File: src/rtl/fgmv_pkg.sv
package fgmv_pkg;

    localparam int XLEN   = 64;
    localparam int HALF_W = XLEN / 2;

    typedef enum logic [1:0] {
        MV_WORD_FROM = 2'b00,
        MV_DBL_FROM  = 2'b01,
        MV_WORD_TO   = 2'b10,
        MV_DBL_TO    = 2'b11
    } mv_op_e;

    localparam logic [HALF_W-1:0] POISON_HI = 32'hDEADC0DE;
    localparam logic [HALF_W-1:0] POISON_LO = 32'hBAD0BAD0;

    typedef struct packed {
        logic            gpr_we;
        logic [XLEN-1:0] gpr_data;
    } rd_res_t;

    typedef struct packed {
        logic            we_lo;
        logic            we_hi;
        logic [XLEN-1:0] lo;
        logic [XLEN-1:0] hi;
        logic            unpred;
    } wr_res_t;

    function automatic logic [XLEN-1:0] sext_half(input logic [HALF_W-1:0] v);
        return {{HALF_W{v[HALF_W-1]}}, v};
    endfunction

    function automatic logic [XLEN-1:0] zext_half(input logic [HALF_W-1:0] v);
        return {{HALF_W{1'b0}}, v};
    endfunction

endpackage

File: src/rtl/fgmv_rd_path.sv
module fgmv_rd_path
    import fgmv_pkg::*;
(
    input  logic                 valid,
    input  mv_op_e               op,
    input  logic                 idx_odd,
    input  logic                 wide,
    input  logic [XLEN-1:0]      rd_n,
    input  logic [XLEN-1:0]      rd_n1,
    output rd_res_t              res
);
    logic unused_rd_hi;
    assign unused_rd_hi = ^rd_n1[XLEN-1:HALF_W];

    always_comb begin
        res = '0;
        if (valid) begin
            unique case (op)
                MV_WORD_FROM: begin
                    res.gpr_we   = 1'b1;
                    res.gpr_data = sext_half(rd_n[HALF_W-1:0]);
                end
                MV_DBL_FROM: begin
                    res.gpr_we = 1'b1;
                    if (wide)
                        res.gpr_data = rd_n;
                    else if (idx_odd)
                        res.gpr_data = {POISON_HI, POISON_LO};
                    else
                        res.gpr_data = {rd_n1[HALF_W-1:0], rd_n[HALF_W-1:0]};
                end
                default: res = '0;
            endcase
        end
    end
endmodule

File: src/rtl/fgmv_wr_path.sv
module fgmv_wr_path
    import fgmv_pkg::*;
#(
    parameter bit LEGACY_WORD_WR = 1'b1
) (
    input  logic                 valid,
    input  mv_op_e               op,
    input  logic                 idx_odd,
    input  logic                 wide,
    input  logic [XLEN-1:0]      gpr,
    output wr_res_t              res
);
    logic [HALF_W-1:0] wide_word_upper;

    generate
        if (LEGACY_WORD_WR) begin : g_legacy
            assign wide_word_upper = POISON_HI;
        end else begin : g_modern
            assign wide_word_upper = '0;
        end
    endgenerate

    always_comb begin
        res = '0;
        if (valid) begin
            unique case (op)
                MV_WORD_TO: begin
                    res.we_lo = 1'b1;
                    res.lo    = wide ? {wide_word_upper, gpr[HALF_W-1:0]}
                                     : zext_half(gpr[HALF_W-1:0]);
                end
                MV_DBL_TO: begin
                    if (wide) begin
                        res.we_lo = 1'b1;
                        res.lo    = gpr;
                    end else if (idx_odd) begin
                        res.unpred = 1'b1;
                    end else begin
                        res.we_lo = 1'b1;
                        res.we_hi = 1'b1;
                        res.lo    = zext_half(gpr[HALF_W-1:0]);
                        res.hi    = zext_half(gpr[XLEN-1:HALF_W]);
                    end
                end
                default: res = '0;
            endcase
        end
    end
endmodule

File: src/rtl/fgmv_unit.sv
module fgmv_unit
    import fgmv_pkg::*;
#(
    parameter int NREG           = 32,
    parameter bit LEGACY_WORD_WR = 1'b1,
    localparam int IDX_W         = $clog2(NREG)
) (
    input  logic                 clk,
    input  logic                 rst,
    input  logic                 op_valid,
    input  logic [1:0]           op,
    input  logic [IDX_W-1:0]     fpr_idx,
    input  logic                 wide_mode,
    input  logic [XLEN-1:0]      gpr_rdata,
    input  logic [XLEN-1:0]      fpr_rd_n,
    input  logic [XLEN-1:0]      fpr_rd_n1,
    output logic [NREG-1:0]      fpr_we,
    output logic [XLEN-1:0]      fpr_wdata_lo,
    output logic [XLEN-1:0]      fpr_wdata_hi,
    output logic                 gpr_we,
    output logic [XLEN-1:0]      gpr_wdata,
    output logic                 unpred
);
    mv_op_e  op_e;
    rd_res_t rd_res;
    wr_res_t wr_res;
    logic [NREG-1:0] we_nxt;
    logic [IDX_W:0]  idx_up;

    assign op_e   = mv_op_e'(op);
    assign idx_up = {1'b0, fpr_idx} + 1'b1;

    fgmv_rd_path u_rd (
        .valid   (op_valid),
        .op      (op_e),
        .idx_odd (fpr_idx[0]),
        .wide    (wide_mode),
        .rd_n    (fpr_rd_n),
        .rd_n1   (fpr_rd_n1),
        .res     (rd_res)
    );

    fgmv_wr_path #(.LEGACY_WORD_WR(LEGACY_WORD_WR)) u_wr (
        .valid   (op_valid),
        .op      (op_e),
        .idx_odd (fpr_idx[0]),
        .wide    (wide_mode),
        .gpr     (gpr_rdata),
        .res     (wr_res)
    );

    generate
        for (genvar g = 0; g < NREG; g++) begin : g_we
            assign we_nxt[g] = (wr_res.we_lo && (fpr_idx == IDX_W'(g)))
                            || (wr_res.we_hi && (idx_up == (IDX_W+1)'(g)));
        end
    endgenerate

    always_ff @(posedge clk) begin
        if (rst) begin
            fpr_we       <= '0;
            fpr_wdata_lo <= '0;
            fpr_wdata_hi <= '0;
            gpr_we       <= 1'b0;
            gpr_wdata    <= '0;
            unpred       <= 1'b0;
        end else begin
            fpr_we       <= we_nxt;
            fpr_wdata_lo <= wr_res.lo;
            fpr_wdata_hi <= wr_res.hi;
            gpr_we       <= rd_res.gpr_we;
            gpr_wdata    <= rd_res.gpr_data;
            unpred       <= wr_res.unpred;
        end
    end


    unpred_no_write_chk: assert property (@(posedge clk) disable iff (rst)
        unpred |-> (fpr_we == '0));


    one_file_chk: assert property (@(posedge clk) disable iff (rst)
        gpr_we |-> (fpr_we == '0 && !unpred));


    idle_quiet_chk: assert property (@(posedge clk) disable iff (rst)
        !op_valid |=> (fpr_we == '0 && !gpr_we && !unpred));


    odd_read_poison_chk: assert property (@(posedge clk) disable iff (rst)
        (op_valid && op == 2'b01 && !wide_mode && fpr_idx[0])
        |=> (gpr_we && gpr_wdata == {POISON_HI, POISON_LO}));


    wide_dbl_single_chk: assert property (@(posedge clk) disable iff (rst)
        (op_valid && op == 2'b11 && wide_mode) |=> ($countones(fpr_we) == 1));


    pair_write_chk: assert property (@(posedge clk) disable iff (rst)
        (op_valid && op == 2'b11 && !wide_mode && !fpr_idx[0])
        |=> ($countones(fpr_we) == 2));
endmodule

File: config.mk
export PLATFORM = sky130hd
export DESIGN_NAME = fgmv_unit
export DESIGN_NICKNAME = d
export VERILOG_FILES = /design/src/rtl/fgmv_pkg.sv /design/src/rtl/fgmv_rd_path.sv /design/src/rtl/fgmv_wr_path.sv /design/src/rtl/fgmv_unit.sv
export SDC_FILE = /design/constraint.sdc
export NUM_CORES = 1
export LEC_CHECK = 0
export BUFFER_PORTS_ARGS = -buffer_cell sky130_fd_sc_hd__buf_2
export CORE_AREA = 2 2 166 168
export CTS_BUF_LIST = sky130_fd_sc_hd__clkbuf_4
export CTS_CLUSTER_DIAMETER = 40
export DETAILED_ROUTE_END_ITERATION = 12
export DIE_AREA = 0 0 168 170
export SKIP_CTS_REPAIR_TIMING = 1
export SYNTH_ARGS = -nofsm -noshare
export SYNTH_HDL_FRONTEND = slang
export SYNTH_SLANG_ARGS = --single-unit
File: constraint.sdc
create_clock -name clk -period 1.4 [get_ports clk]
set_input_delay 0.14 -clock clk [delete_from_list [all_inputs] [get_ports clk]]
set_output_delay 0.14 -clock clk [all_outputs]
set_load 0.005 [all_outputs]
==> metrics.txt, run 1 <==
CP bufs+invs 3; Antenna Violating Nets Remaining 0; DR pass1 iterations 4; die height ~170 µm; Total GRT Usage 0.132; WL met3 approximately 1.7 mm; combinational share of power 0.119; leakage roughly 5.2 nW; Sink Count 194; type of the worst setup path input pin to flop; cells along the critical path dlygate4sd3_1 -> buf_2 -> nor4b_2 -> buf_4 -> nand2_1 -> a31oi_1; crit share post-route 0.960; Syn-to-layout area delta 69.6%; gr ovfl total 0; Synth warnings 0; slowest cell delay on critical path roughly 540 ps; CTS tree yes; Switch Pwr 0.00272 W; htree depth 4; share of cells above drive strength 1 0.386; critical path launch point type input pin; Reg power frac 0.563; CTS root buf clkbuf_4; I/O pin cnt 429; Routed met2 length approximately 11 mm; clock buffer depth 2; Die W 168 µm; family with the most delay on the worst path buffers and inverters; # fillers approximately 2600; worst slack, placed 62.4 ps; Finish-stage setup viols 0; area leader, netlist dfxtp_1; max-slew violations 0; met1 WL 8.73 mm; Post-Syn Instances 576; Final GP Congestion 0.772; critical path required time between 1500 and 2000 ps; post-synth top area share 0.635; Vias 6102; setup ws final 56.1 ps; post-synth cell types 34; Fin Setup TNS 0 ps; ranking of synthesized cells by area dfxtp_1, and2_1, a21oi_1; Routed WL 22.4 mm; Final Hold Fails 0; sequential share of the synthesized area 0.635; switching part of the total power 0.271; initial drt markers around 290; Num CTS Buffers 17; largest net degree at the start of global routing 35; Fmax achieved 744 MHz; Period minus WS final 1340 ps; Seq cells post-synth 194; routed len/inst 15.2 µm; Worst setup EP type flop; slowest cell on the critical path dlygate4sd3_1; Final #Nets 1318; peak supply drop 0.368 mV; initial antenna violation count 3; DRC violations left 0; number of core rows 60; status complete, no violations; unrepaired setup endpoints after global routing false; Clock transition at path regs 170 ps; worst hold path class input pin to flop; WP data arrival approximately 1800 ps; Port-buffer cells 364; core area 0.0267 mm²; DIE AREA 0.0286 mm²; worst-path fanout max 13; clock power share 0.318; number of global-route vias before repair 5003; Pwr Density 969 mW/mm²; Mapped Area 0.00612 mm²; Initial Util 0.230; average size of a mapped cell about 11 µm²; Final Util 0.389; global-route wire length before repair 28.5 mm; top layer in use met5; vias per cell 4.15; post-DP HPWL 15.1 mm; Max Cap Viol 0; internal power 0.00733 W
[tightest hold or removal path: stages]
cell	delay, ps
buf_2	110
buf_4	150
nand3b_1	140
a21oi_1	50
[cell usage in the layout, fill, tap and decap left out, types with 5 or more instances in the layout]
cell type,n
o21a_1,16
conb_1,32
buf_4,21
buf_12,8
dfxtp_1,194
clkbuf_4,17
and3_1,35
o221ai_1,19
inv_6,5
a21oi_1,52
nand2_1,33
a31oi_1,13
dlygate4sd3_1,165
inv_1,22
and2_1,62
nor2_1,18
buf_2,364
nor3_1,5
[metal layers]
metal,up-vias,track usage
li1,2936,-
met1,2813,0.147
met2,315,0.241
met3,36,0.0353
met4,2,0.0465
met5,-,0
[layout make-up]
cell class,instances,area (µm²),area share
Antenna cell,2,5.00,0.000482
Clock inverter,15,185,0.0179
Clock buffer,17,128,0.0123
Multi-Input combinational cell,320,1870,0.180
Sequential cell,194,3880,0.374
Tap cell,341,427,0.0411
Inverter,22,82.6,0.00796
Timing Repair Buffer,558,3790,0.365
[final timing paths]
kind | from | end | cells past startpoint
max | op[1] | gpr_wdata[56]$_SDFF_PP0_ | 6
min | fpr_idx[3] | fpr_we[13]$_SDFF_PP0_ | 4
[synthesized netlist by cell type]
master and count:
dfxtp_1 194, nor3_2 1, nand4_1 4, buf_2 11, a21oi_1 52, and4bb_2 2, nand4b_1 2, o21a_1 16
nand3_2 1, nand2b_1 3, or3_1 1, ha_1 2, nand3b_1 3, buf_4 32, and2_1 62, nand2_1 33
nor4b_2 1, nor2_2 1, and3_1 35, or3b_1 2, nor2_1 18, conb_1 1, a32o_1 2, buf_1 5
a31oi_1 13, inv_1 22, nand3_1 3, or2_2 1, nor3_1 5, clkbuf_1 23, o221ai_1 19, nor3b_4 1
and3b_1 2, nor2b_1 3
[flip-flops by register name, summed over array words and instances (netlist names)]
name and cells:
fpr_wdata_hi 32, fpr_wdata_lo 64, fpr_we 32, gpr_wdata 64, unpred 1, gpr_we 1
[per-stage QoR]
stage | hold WS [ps] | power, W | cells | cell area [µm²]
final | 59.5 | 0.0101 | 1469 | 10400
after CTS | -333 | 0.00985 | 1302 | 8720
after global placement | 340 | 0.00658 | 1270 | 8400
after floorplan | 262 | 0.00613 | 607 | 6230
after global routing | 2.65 | 0.0105 | 1469 | 10400
after detailed placement | 344 | 0.00659 | 1270 | 8400
[cell families after synthesis]
family | after synthesis | synth area share
compound gates | 102 | 0.106
fa+ha+maj | 2 | 0.00409
buf+inv | 93 | 0.0790
flops | 194 | 0.635
other cells | 1 | 0.000613
simple gates | 184 | 0.175
[power by group through the flow]
stage / clock network (W) / logic, W / registers (W)
after floorplan: 0 / 0.000343 / 0.00579
after global routing: 0.00358 / 0.00130 / 0.00567
final: 0.00319 / 0.00120 / 0.00566
after global placement: 0 / 0.000811 / 0.00577
after CTS: 0.00338 / 0.000818 / 0.00566
after detailed placement: 0 / 0.000815 / 0.00577
(Power assumes the default switching activity.)
==> run 2: changes to the inputs <==
--- a/config.mk
+++ b/config.mk
@@ -5,7 +5,7 @@
 export SDC_FILE = /design/constraint.sdc
 export NUM_CORES = 1
 export LEC_CHECK = 0
-export BUFFER_PORTS_ARGS = -buffer_cell sky130_fd_sc_hd__buf_2
+export BUFFER_PORTS_ARGS = -buffer_cell sky130_fd_sc_hd__buf_4
 export CORE_AREA = 2 2 166 168
 export CTS_BUF_LIST = sky130_fd_sc_hd__clkbuf_4
 export CTS_CLUSTER_DIAMETER = 40
==> metrics.txt, run 2 (synthesized netlist as in run 1, its figures left out) <==
Routed WL 23.6 mm (+5.3%); worst-case headroom to the max-slew limit 0.666; total power 0.0102 W (+1.5%); Worst setup EP type flop; Clock transition at path regs 180 ps (about the same); worst-path fanout max 6 (-7); DIE AREA 0.0286 mm² (unchanged); slew of the pin with the lowest slew margin 500 ps; DR pass1 iterations 4 (unchanged); Sink Count 194 (unchanged); Antenna Violating Nets Remaining 0 (unchanged); Syn-to-layout area delta 83.8%; Port-buffer cells 364 (unchanged); Finish-stage setup viols 0 (unchanged); HP Start fpr_idx[0]; CP bufs+invs 3 (unchanged); Final GP Congestion 0.778 (+0.67%); clock buffer depth 2 (unchanged); leading cell type in the layout, fill and taps excluded buf_4; die height 170 µm (unchanged); Fmax achieved 742 MHz (-0.26%); most frequent cells in the layout buf_4, dfxtp_1, dlygate4sd3_1, and2_1, a21oi_1; Max Cap Viol 0 (unchanged); Fin Setup TNS 0 ps (unchanged); Die W 168 µm (unchanged); crit path from fpr_idx[2]; number of core rows 60 (unchanged); I/O pin cnt 429 (unchanged); htree depth 4 (unchanged); critical path required time 1880 ps (+20 ps); Num CTS Buffers 17 (unchanged); Largest regs fpr_wdata_lo x64, gpr_wdata x64; Inst Count DP 1259 (-0.87%); type of the worst setup path input pin to flop; peak supply drop 0.527 mV (+43%); unrepaired setup endpoints after global routing false; Pwr Density 907 mW/mm² (-6.3%); slowest cell on the critical path dlygate4sd3_1; crit share post-route 0.962 (+0.00247); initial antenna violation count 2 (-1); CTS root buf clkbuf_4; Hold WS 90.3 ps (+30.8 ps); core area 0.0267 mm² (unchanged); post-DP HPWL 15.6 mm (+3.6%); worst hold path class input pin to flop; cells along the critical path buf_4 -> dlygate4sd3_1 -> nor2_1 -> dlygate4sd3_1 -> nand2_1 -> nor2_1; Final Hold Fails 0 (unchanged); DRC violations left 0 (unchanged); gr ovfl total 0 (unchanged); leakage 5.29 nW (+1.2%); routed len/inst 16.1 µm (+5.8%); WP data arrival 1830 ps (+20 ps); status complete, no violations; Initial Util 0.230 (unchanged); global-route wire length before repair 30.1 mm (+5.8%); Final Non-Filler Cells 1463 (-0.41%); share of cells above drive strength 1 0.379 (-0.00775); vias per cell 4.17 (+0.48%); CTS tree yes; initial drt markers 254 (-12%); number of global-route vias before repair 5157 (+3.1%); Final #Nets 1312 (-0.46%); Total GRT Usage 0.140 (+0.00803); Vias 6106 (+0.066%); largest net degree at the start of global routing 35 (unchanged); critical path launch point type input pin; max-slew violations 0 (unchanged); Period minus WS final 1350 ps (+3.45 ps); slowest cell delay on critical path 650 ps (+110 ps); family with the most delay on the worst path buffers and inverters
-- run 2: changes by cell type in the layout (fill, tap and decap cells not counted), sizes merged --
cell,delta
bufinv,-1
buf,-11
inv,+1
dlygate4sd3,+5
-- run 2: worst paths after layout --
kind,endpoint,slack (ps),cells after the start
min,fpr_we[11]$_SDFF_PP0_,90,4
max,fpr_we[16]$_SDFF_PP0_,50,6
-- run 2: where the power goes --
part           internal (W)  leakage (nW)  switching (W)
logic              0.000874          3.55       0.000525
clock network      0.000861         0.160        0.00228
registers           0.00563          1.57      0.0000329
-- run 2: layout make-up --
type	count	area, µm²
multi-input combinational	320	1870
antenna	2	5.00
clock inverter	15	178
timing repair buffer	552	4670
fill	2488	15400
tap	341	427
inverter	22	82.6
sequential	194	3880
clock buffer	17	128
-- run 2: worst min-delay path, cell delays in order --
cell      delay (ps)
buf_4            140
nand2_1           70
nand4b_1         170
a21oi_1           80
-- run 2: per-stage QoR --
stage	util	cell area, µm²	setup slack [ps]
after global routing	0.422	11200	28.8
after detailed placement	0.346	9230	26.9
after CTS	0.358	9540	61.6
after floorplan	-	6230	151
final	0.422	11200	52.7
after global placement	0.346	9230	4.81
-- run 2: per-layer routing --
layer / wire length (µm) / track usage / up-vias
met1: 9160 / 0.151 / 2854
met5: 0 / 0 / -
met4: 559 / 0.0529 / 0
met3: 1640 / 0.0409 / 27
li1: - / - / 2922
met2: 12200 / 0.257 / 303
==> run 3: changes to the inputs <==
--- a/config.mk
+++ b/config.mk
@@ -11,6 +11,7 @@
 export CTS_CLUSTER_DIAMETER = 40
 export DETAILED_ROUTE_END_ITERATION = 12
 export DIE_AREA = 0 0 168 170
+export PLACE_DENSITY = 0.5
 export SKIP_CTS_REPAIR_TIMING = 1
 export SYNTH_ARGS = -nofsm -noshare
 export SYNTH_HDL_FRONTEND = slang
==> metrics.txt, run 3 (synthesized netlist as in run 1, its figures left out) <==
global-route wire length before repair 30.9 mm (+2.7%); Largest regs fpr_wdata_lo x64, gpr_wdata x64; number of global-route vias before repair 5199 (+0.81%); crit share post-route 1.00 (+0.0420); Worst setup EP type flop; number of core rows 60 (unchanged); Reg power frac 0.551 (-0.004); vias per cell 4.06 (-2.7%); setup ws final -6.16 ps (-58.8 ps); peak supply drop 0.437 mV (-17%); Final Hold Fails 0 (unchanged); Total GRT Usage 0.144 (+0.00431); clock buffer depth 2 (unchanged); Port-buffer cells 364 (unchanged); critical path launch point type input pin; Syn-to-layout area delta 85.6%; DRC violations left 0 (unchanged); leakage 5.37 nW (+1.7%); Num CTS Buffers 17 (unchanged); Inst Count DP 1262 (+0.24%); htree depth 4 (unchanged); slowest cell on the critical path dlygate4sd3_1; initial antenna violation count 2 (unchanged); leading cell type in the layout, fill and taps excluded buf_4; switching part of the total power 0.270 (-0.00831); # fillers 2540 (+2.1%); worst-case headroom to the max-slew limit 0.574 (-0.0930); Antenna Violating Nets Remaining 0 (unchanged); Initial Util 0.230 (unchanged); Routed WL 23.4 mm (-0.53%); DIE AREA 0.0286 mm² (unchanged); slowest cell delay on critical path 640 ps (about the same); Vias 6000 (-1.7%); Finish-stage setup viols 1 (+1); most frequent cells in the layout buf_4, dfxtp_1, dlygate4sd3_1, and2_1, a21oi_1; gr ovfl total 0 (unchanged); Pwr Density 906 mW/mm² (-0.19%); Sink Count 194 (unchanged); core area 0.0267 mm² (unchanged); combinational share of power 0.135 (-0.002); max-slew violations 0 (unchanged); Switch Pwr 0.00277 W (-2.3%); status complete, but fails checks; largest net degree at the start of global routing 35 (unchanged); Max Cap Viol 0 (unchanged); CTS tree yes; I/O pin cnt 429 (unchanged); type of the worst setup path input pin to flop; hold path endpoint fpr_wdata_lo[55]$_SDFF_PP0_; WP data arrival 1950 ps (+120 ps); Final #Nets 1326 (+1.1%); hold depth 5 (+1); HP Start rst; total power 0.0103 W (+0.76%); share of cells above drive strength 1 0.377 (-0.00203); initial drt markers 257 (+1.2%); Final Non-Filler Cells 1477 (+0.96%); CP most frequent cell dlygate4sd3_1; clock power share 0.314 (+0.006); Fmax achieved 711 MHz (-4.2%); internal power 0.00751 W (+1.9%); Period minus WS final 1410 ps (+58.8 ps); die height 170 µm (unchanged); post-DP HPWL 16.1 mm (+2.8%); FF/Latch Area 0.00388 mm² (unchanged); worst hold path class input pin to flop; multi-input logic area 0.00187 mm² (unchanged); failing checks setup timing; routed len/inst 15.9 µm (-1.5%); worst-path fanout max 5 (-1); critical path required time 1940 ps (+60 ps); DR pass1 iterations 6 (+2); Final GP Congestion 0.801 (+3.0%); CTS root buf clkbuf_4; Clock transition at path regs 190 ps (about the same); Die W 168 µm (unchanged); slew of the pin with the lowest slew margin 640 ps (+139 ps); cells along the critical path buf_4 -> dlygate4sd3_1 -> nand3b_1 -> nor3_1 -> dlygate4sd3_1
run 3: final cells by class:
| cell class | instances | share of cell area |
|---|---|---|
| Tap cell | 341 | 0.0376 |
| Inverter | 22 | 0.00728 |
| Sequential cell | 194 | 0.342 |
| Clock buffer | 17 | 0.0112 |
| Antenna cell | 2 | 0.000441 |
| Clock inverter | 15 | 0.0166 |
| Multi-Input combinational cell | 320 | 0.165 |
| Timing Repair Buffer | 566 | 0.420 |
run 3: routing by layer:
layer | routed length, µm | vias up | track usage | part of all wire
li1 | - | 2950 | - | -
met1 | 9210 | 2738 | 0.157 | 0.39
met2 | 12000 | 281 | 0.259 | 0.51
met3 | 1680 | 31 | 0.0486 | 0.072
met4 | 518 | 0 | 0.0544 | 0.022
met5 | 0 | - | 0 | 0
run 3: power by group through the flow:
stage               Combinational (W)  Sequential, W  Clock, W
CTS                          0.000985        0.00567   0.00339
floorplan                    0.000343        0.00579         0
global route                  0.00150        0.00568   0.00359
finish                        0.00139        0.00566   0.00323
detailed placement           0.000982        0.00578         0
global placement             0.000980        0.00578         0
run 3: worst max-delay path, delay by kind of cell:
family	cells	cell delay (ps)
AND/OR/NAND/NOR	2	480
buffers and inverters	3	1330
run 3: metrics by stage:
| stage | hold slack [ps] | utilization | setup TNS (ps) | setup slack [ps] | area [µm²] |
|---|---|---|---|---|---|
| 2_1_floorplan | 262 | - | 0 | 151 | 6230 |
| 3_3_place_gp | 341 | 0.346 | 0 | 38.5 | 9220 |
| 3_5_place_dp | 345 | 0.346 | 0 | 32.6 | 9220 |
| 4_1_cts | -336 | 0.358 | 0 | 74.5 | 9530 |
| 5_1_grt | 33.8 | 0.426 | -1.67 | -1.67 | 11400 |
| 6_report | 78.3 | 0.426 | -6.16 | -6.16 | 11400 |
run 3: worst max-delay path by stage:
stage / end / slack [ps] / start / depth (start not counted)
finish: fpr_we[4]$_SDFF_PP0_ / -6 / fpr_idx[3] / 5
global placement: gpr_wdata[32]$_SDFF_PP0_ / 40 / op[1] / 5
global route: fpr_we[4]$_SDFF_PP0_ / -2 / fpr_idx[3] / 5
floorplan: fpr_wdata_lo[10]$_SDFF_PP0_ / 150 / op[0] / 6
detailed placement: gpr_wdata[32]$_SDFF_PP0_ / 30 / op[1] / 5
CTS: gpr_wdata[32] / 70 / gpr_wdata[32]$_SDFF_PP0_ / 1
